===== config.mk =====
export PLATFORM = sky130hd
export DESIGN_NAME = l2_bucket_hash
export DESIGN_NICKNAME = d
export VERILOG_FILES = /design/src/rtl/l2h_pkg.sv /design/src/rtl/l2h_fold.sv /design/src/rtl/l2h_block.sv /design/src/rtl/l2_bucket_hash.sv
export SDC_FILE = /design/constraint.sdc
export NUM_CORES = 1
export LEC_CHECK = 0
export CORE_MARGIN = 3
export CORE_UTILIZATION = 30
export CTS_BUF_LIST = sky130_fd_sc_hd__clkbuf_16
export DETAILED_ROUTE_END_ITERATION = 8
export DONT_BUFFER_PORTS = 1
export SLEW_MARGIN = 10
export SYNTH_ARGS = -nofsm -noshare
export SYNTH_HDL_FRONTEND = slang
export SYNTH_HIERARCHICAL = 1
export SYNTH_SLANG_ARGS = --single-unit

===== constraint.sdc =====
create_clock -name clk_i -period 0.8 [get_ports clk_i]
set_input_delay 0.08 -clock clk_i [delete_from_list [all_inputs] [get_ports clk_i]]
set_output_delay 0.08 -clock clk_i [all_outputs]
set_load 0.02 [all_outputs]

===== src/rtl/l2h_pkg.sv =====
package l2h_pkg;
  typedef enum logic {
    HASH_PLAIN = 1'b0,
    HASH_ALT   = 1'b1
  } hash_alg_e;
endpackage


===== src/rtl/l2h_fold.sv =====
module l2h_fold #(
  parameter int KEY_W   = 60,
  parameter int CHUNK_W = 11,
  parameter bit ALT     = 1'b0,
  parameter int ROT_A   = 6,
  parameter int ROT_B   = 5
) (
  input  logic [KEY_W-1:0]   key_i,
  output logic [CHUNK_W-1:0] hash_o
);
  localparam int NFULL = KEY_W / CHUNK_W;
  localparam int TOP_W = KEY_W - NFULL * CHUNK_W;
  localparam int NCH   = (TOP_W > 0) ? NFULL + 1 : NFULL;

  logic [CHUNK_W-1:0] ch [NCH];

  for (genvar i = 0; i < NFULL; i++) begin : g_chunk
    logic [CHUNK_W-1:0] raw;
    assign raw = key_i[i*CHUNK_W +: CHUNK_W];
    if (ALT && i == 1 && ROT_A > 0) begin : g_rot_a
      assign ch[i] = {raw[CHUNK_W-1-ROT_A:0], raw[CHUNK_W-1:CHUNK_W-ROT_A]};
    end else if (ALT && i == 3 && ROT_B > 0) begin : g_rot_b
      assign ch[i] = {raw[CHUNK_W-1-ROT_B:0], raw[CHUNK_W-1:CHUNK_W-ROT_B]};
    end else begin : g_pass
      assign ch[i] = raw;
    end
  end

  if (TOP_W > 0) begin : g_top
    assign ch[NFULL] = {{(CHUNK_W-TOP_W){1'b0}}, key_i[KEY_W-1:NFULL*CHUNK_W]};
  end

  always_comb begin
    hash_o = '0;
    for (int i = 0; i < NCH; i++) hash_o = hash_o ^ ch[i];
  end
endmodule


===== src/rtl/l2h_block.sv =====
module l2h_block #(
  parameter int CHUNK_W = 11,
  parameter int WAY_W   = 2,
  parameter bit UPPER   = 1'b0,
  localparam int IDX_W  = CHUNK_W + 1,
  localparam int ADDR_W = IDX_W + WAY_W
) (
  input  logic               sel_i,
  input  logic [CHUNK_W-1:0] hash_plain_i,
  input  logic [CHUNK_W-1:0] hash_alt_i,
  input  logic [WAY_W-1:0]   way_i,
  output logic [IDX_W-1:0]   idx_o,
  output logic [ADDR_W-1:0]  addr_o
);
  import l2h_pkg::*;

  logic [CHUNK_W-1:0] hash;
  hash_alg_e          alg;

  assign alg    = hash_alg_e'(sel_i);
  assign hash   = (alg == HASH_ALT) ? hash_alt_i : hash_plain_i;
  // upper half sits one hash space above the lower half
  assign idx_o  = {UPPER, hash};
  assign addr_o = {idx_o, way_i};
endmodule


===== src/rtl/l2_bucket_hash.sv =====
module l2_bucket_hash #(
  parameter int MAC_W   = 48,
  parameter int VID_W   = 12,
  parameter int CHUNK_W = 11,
  parameter int WAY_W   = 2,
  parameter int ROT_A   = 6,
  parameter int ROT_B   = 5,
  parameter int SLOT_W  = 16,
  parameter bit OUT_REG = 1'b1,
  localparam int KEY_W  = MAC_W + VID_W,
  localparam int IDX_W  = CHUNK_W + 1,
  localparam int ADDR_W = IDX_W + WAY_W
) (
  input  logic              clk_i,
  input  logic              rst_ni,
  input  logic              valid_i,
  input  logic [MAC_W-1:0]  mac_i,
  input  logic [VID_W-1:0]  vid_i,
  input  logic [1:0]        alg_sel_i,
  input  logic [WAY_W-1:0]  way_i,
  output logic              valid_o,
  output logic [IDX_W-1:0]  idx0_o,
  output logic [IDX_W-1:0]  idx1_o,
  output logic [ADDR_W-1:0] addr0_o,
  output logic [ADDR_W-1:0] addr1_o,
  output logic [2*SLOT_W-1:0] packed_o
);
  logic [KEY_W-1:0]   key;
  logic [CHUNK_W-1:0] hash [2];
  logic [IDX_W-1:0]   idx  [2];
  logic [ADDR_W-1:0]  addr [2];
  logic [2*SLOT_W-1:0] pack_c;

  assign key = {mac_i, vid_i};

  for (genvar a = 0; a < 2; a++) begin : g_alg
    l2h_fold #(
      .KEY_W(KEY_W), .CHUNK_W(CHUNK_W), .ALT(a == 1), .ROT_A(ROT_A), .ROT_B(ROT_B)
    ) u_fold (
      .key_i(key), .hash_o(hash[a])
    );
  end

  for (genvar b = 0; b < 2; b++) begin : g_blk
    l2h_block #(
      .CHUNK_W(CHUNK_W), .WAY_W(WAY_W), .UPPER(b == 1)
    ) u_blk (
      .sel_i(alg_sel_i[b]), .hash_plain_i(hash[0]), .hash_alt_i(hash[1]),
      .way_i(way_i), .idx_o(idx[b]), .addr_o(addr[b])
    );
  end

  assign pack_c = {{(SLOT_W-IDX_W){1'b0}}, idx[1], {(SLOT_W-IDX_W){1'b0}}, idx[0]};

  if (OUT_REG) begin : g_reg
    always_ff @(posedge clk_i or negedge rst_ni) begin
      if (!rst_ni) begin
        valid_o  <= 1'b0;
        idx0_o   <= '0;
        idx1_o   <= '0;
        addr0_o  <= '0;
        addr1_o  <= '0;
        packed_o <= '0;
      end else begin
        valid_o <= valid_i;
        if (valid_i) begin
          idx0_o   <= idx[0];
          idx1_o   <= idx[1];
          addr0_o  <= addr[0];
          addr1_o  <= addr[1];
          packed_o <= pack_c;
        end
      end
    end

    assert_valid_latency_R8: assert property (@(posedge clk_i) disable iff (!rst_ni)
      valid_i |=> valid_o);
    assert_hold_R9: assert property (@(posedge clk_i) disable iff (!rst_ni)
      !valid_i |=> (!valid_o && $stable(packed_o) && $stable(addr0_o) && $stable(addr1_o)));
    assert_way_addr_R6: assert property (@(posedge clk_i) disable iff (!rst_ni)
      valid_i |=> (addr0_o[WAY_W-1:0] == $past(way_i) && addr1_o[WAY_W-1:0] == $past(way_i)));
    assert_half_split_R5: assert property (@(posedge clk_i) disable iff (!rst_ni)
      valid_o |-> (!idx0_o[IDX_W-1] && idx1_o[IDX_W-1]));
    assert_same_alg_R4: assert property (@(posedge clk_i) disable iff (!rst_ni)
      (valid_i && alg_sel_i[0] == alg_sel_i[1]) |=>
        (idx0_o[CHUNK_W-1:0] == idx1_o[CHUNK_W-1:0]));
    assert_pack_R7: assert property (@(posedge clk_i) disable iff (!rst_ni)
      valid_o |-> (packed_o[SLOT_W-1:0] == SLOT_W'(addr0_o[ADDR_W-1:WAY_W])
                   && packed_o[2*SLOT_W-1:SLOT_W] == SLOT_W'(addr1_o[ADDR_W-1:WAY_W])));
  end else begin : g_comb
    assign valid_o  = valid_i;
    assign idx0_o   = idx[0];
    assign idx1_o   = idx[1];
    assign addr0_o  = addr[0];
    assign addr1_o  = addr[1];
    assign packed_o = pack_c;
  end
endmodule


==> metrics <==
run status=complete, but fails checks; violated checks=negative hold slack, negative setup slack; startpoint kind of the worst setup timing path=input pin; standard-cell row count=between 40 and 50; number of remaining DRC errors=0; M1 wire length=roughly 3400 um; ANT nets after route=0; leakage component of the power=~2.5 nW; worst hold margin=-0.526 ns; setup clock skew after layout=0 ns; maximum fanout count along the critical path=2; antenna diode instance count=0; worst setup path category=input pin to flip-flop; clock net sink count=53; final critical delay including setup and external delays=slightly above 1 ns; Slew Viols, Final=0; worst reg2reg startpoint=addr0_o[12]$_DFFE_PN0P_; signal arrival time at the worst endpoint=between 1 and 1.5 ns; pin count of the biggest net entering global routing=54; Detail Placement HPWL=roughly 6500 um; clock transition at the register clock pins on the worst setup and hold paths after CTS=approximately 0.07 ns; number of different library cells in the post-synthesis netlist=11; drt initial violations=31; per-cell via count in the routed design=a little over 4; number of top-level pins=~150; total wire length after detailed routing=roughly 8600 um; clock tree from TritonCTS=yes; worst-case setup slack after placement=-0.549 ns; top metal layer carrying routed signals=met4; maximum cell stage delay along the critical path=~0.44 ns; area added between synthesis and finish=23.5%; GPL Wtd Cong=around 0.73; H-Tree Depth=2; Max rail drop VDD=between 0.0008 and 0.0009 V; share of post-route cells with drive strength above 1=between 60% and 70%; setup repair after global routing missed its margin=true; WL per Instance=around 18 um; total CTS buffers=5; worst min-delay path class=input pin to async pin; overflow left after global routing=0; summed negative setup slack over all endpoints=-17.57 ns; post-synthesis cell count=roughly 280; worst-path cell with the longest stage delay=xnor3_1; worst path required time=between 0.9 and 1 ns; Root Driver=clkbuf_16; cell area after synthesis=between 4000 and 5000 um^2; Final Net Count=383; initial antenna violation count=0; Vert. Die Dim=approximately 120 um; power after layout=approximately 0.014 W; fraction of the yosys area taken by sequential cells=between 30% and 40%; synthesis-stage register bit count=53; length in cells of the worst reg-to-reg path=2; number of vias after detailed routing=approximately 2000; pwr/cell area=2850 nW/um^2; maximum operating frequency=between 900 and 1000 MHz; post-route worst setup slack=-0.238 ns; list of cells traversed by the critical path=xnor2_4, xnor3_1, mux2_4, mux2_4; Port Buf Inserts=0; Pre-antenna DRT Iters=4; number of global-route vias before repair=2352; hold-fix buffers at CTS=2; DIE WIDTH=around 120 um; average cell area after synthesis=around 15 um^2; Reg-to-Reg End=addr0_o[12]$_DFFE_PN0P_; buffers plus inverters on the worst setup path=0; routed length on met2=between 4000 and 5000 um; dpl cell area=around 4200 um^2; Largest delay share family, worst path=XOR/XNOR gates; maximum clock path buffer count=2; starting utilization of the core area=approximately a third; worst reg-to-reg setup slack=-0.15 ns; fillers=1245; max-capacitance violation count=0; worst skew pair latency=between 0.2 and 0.3 ns; global-route wire length before repair=13000 um; final period utilization=130%; sort of element at the end of the critical path=flip-flop; final non-filler cell area=between 5000 and 6000 um^2; global-route usage over all layers=a little under an eighth; Met3 Routed Length=roughly 770 um; most frequent CP cell=mux2_4; synthesis warning total=6; area of the die=15000 um^2; Final Hold Viols=between 80 and 90; number of failing setup endpoints in the final timing report=123; placeable core area=roughly 13000 um^2
through the flow:
step | cells | utilization, %
after floorplan | 285 | -
after global placement | 441 | 32.7
after detailed placement | 441 | 32.7
after CTS | 487 | 38.6
after global routing | 489 | 39.0
final | 489 | 39.0
metal layers:
layer	GRT usage, %	up-vias
li1	-	928
met4	4.27	0
met3	4.29	6
met5	0	-
met2	19.7	88
met1	13.9	1009
final cells by class:
class | instances | area (um^2) | share of cell area (%)
sequential | 53 | 1340 | 26.6
timing repair buffer | 94 | 925 | 18.4
clock buffer | 5 | 125 | 2.48
multi-input combinational | 162 | 2390 | 47.5
clock inverter | 3 | 41.3 | 0.820
tap | 172 | 215 | 4.27
cell usage in the layout (no fill, tap or decap), drive strengths merged:
cell type,Yosys,final
buf,70,92
bufinv,0,1
clkbuf,0,5
clkinv,0,1
clkinvlp,0,1
conb,3,12
dfrtp,53,53
dlygate4sd3,0,2
mux2,74,74
xnor2,42,42
xnor3,22,22
xor2,12,12
flip-flops by register name, summed over array words and instances, names as in the netlist:
name and count:
packed_o 1, addr1_o 14, idx1_o 12, valid_o 1, addr0_o 14, idx0_o 11
worst max-delay path by stage:
| stage | start | end | slack [ns] | depth (start not counted) |
|---|---|---|---|---|
| final | vid_i[2] | idx1_o[2]$_DFFE_PN0P_ | -0.24 | 4 |
| after global placement | mac_i[11] | idx1_o[1]$_DFFE_PN0P_ | -0.52 | 4 |
| after floorplan | mac_i[10] | idx0_o[0]$_DFFE_PN0P_ | -0.55 | 5 |
| after detailed placement | mac_i[14] | addr1_o[6]$_DFFE_PN0P_ | -0.55 | 4 |
| after global routing | mac_i[8] | addr1_o[6]$_DFFE_PN0P_ | -0.25 | 4 |
| after CTS | addr1_o[2]$_DFFE_PN0P_ | addr1_o[2] | -0.23 | 2 |
power breakdown:
| group | internal [W] | switching, W | leakage (nW) | total (W) |
|---|---|---|---|---|
| sequential | 0.00352 | 0.000671 | 0.610 | 0.00419 |
| clock | 0.00147 | 0.00100 | 0.0775 | 0.00247 |
| combinational | 0.00464 | 0.00307 | 1.81 | 0.00770 |
| total | 0.00962 | 0.00474 | 2.50 | 0.0144 |
cells in the mapped netlist:
library cell / instances / area, um^2
conb_1: 3 / 11.3
xnor2_1: 32 / 280
buf_12: 5 / 100
mux2_2: 4 / 45.0
buf_4: 62 / 465
xnor2_2: 10 / 163
xor2_1: 12 / 105
xnor3_1: 22 / 495
dfrtp_1: 53 / 1330
mux2_4: 70 / 1050
buf_6: 3 / 33.8
logic make-up after synthesis:
family / share of synthesized area (%)
XOR/XNOR: 25.6
multiplexers: 26.9
flip-flops: 32.5
buffers and inverters: 14.7
other: 0.276
what timing repair did:
| action | CTS | global route |
|---|---|---|
| buffers inserted | 36 | 2 |
| gates cloned | 0 | 0 |
| endpoints found under the hold margin | 106 | 105 |
| pin swaps | 11 | 7 |
| endpoints found under the setup margin | 121 | 127 |
| gates resized for setup | 67 | 5 |
Note: power is estimated with default switching activity, not from simulation.
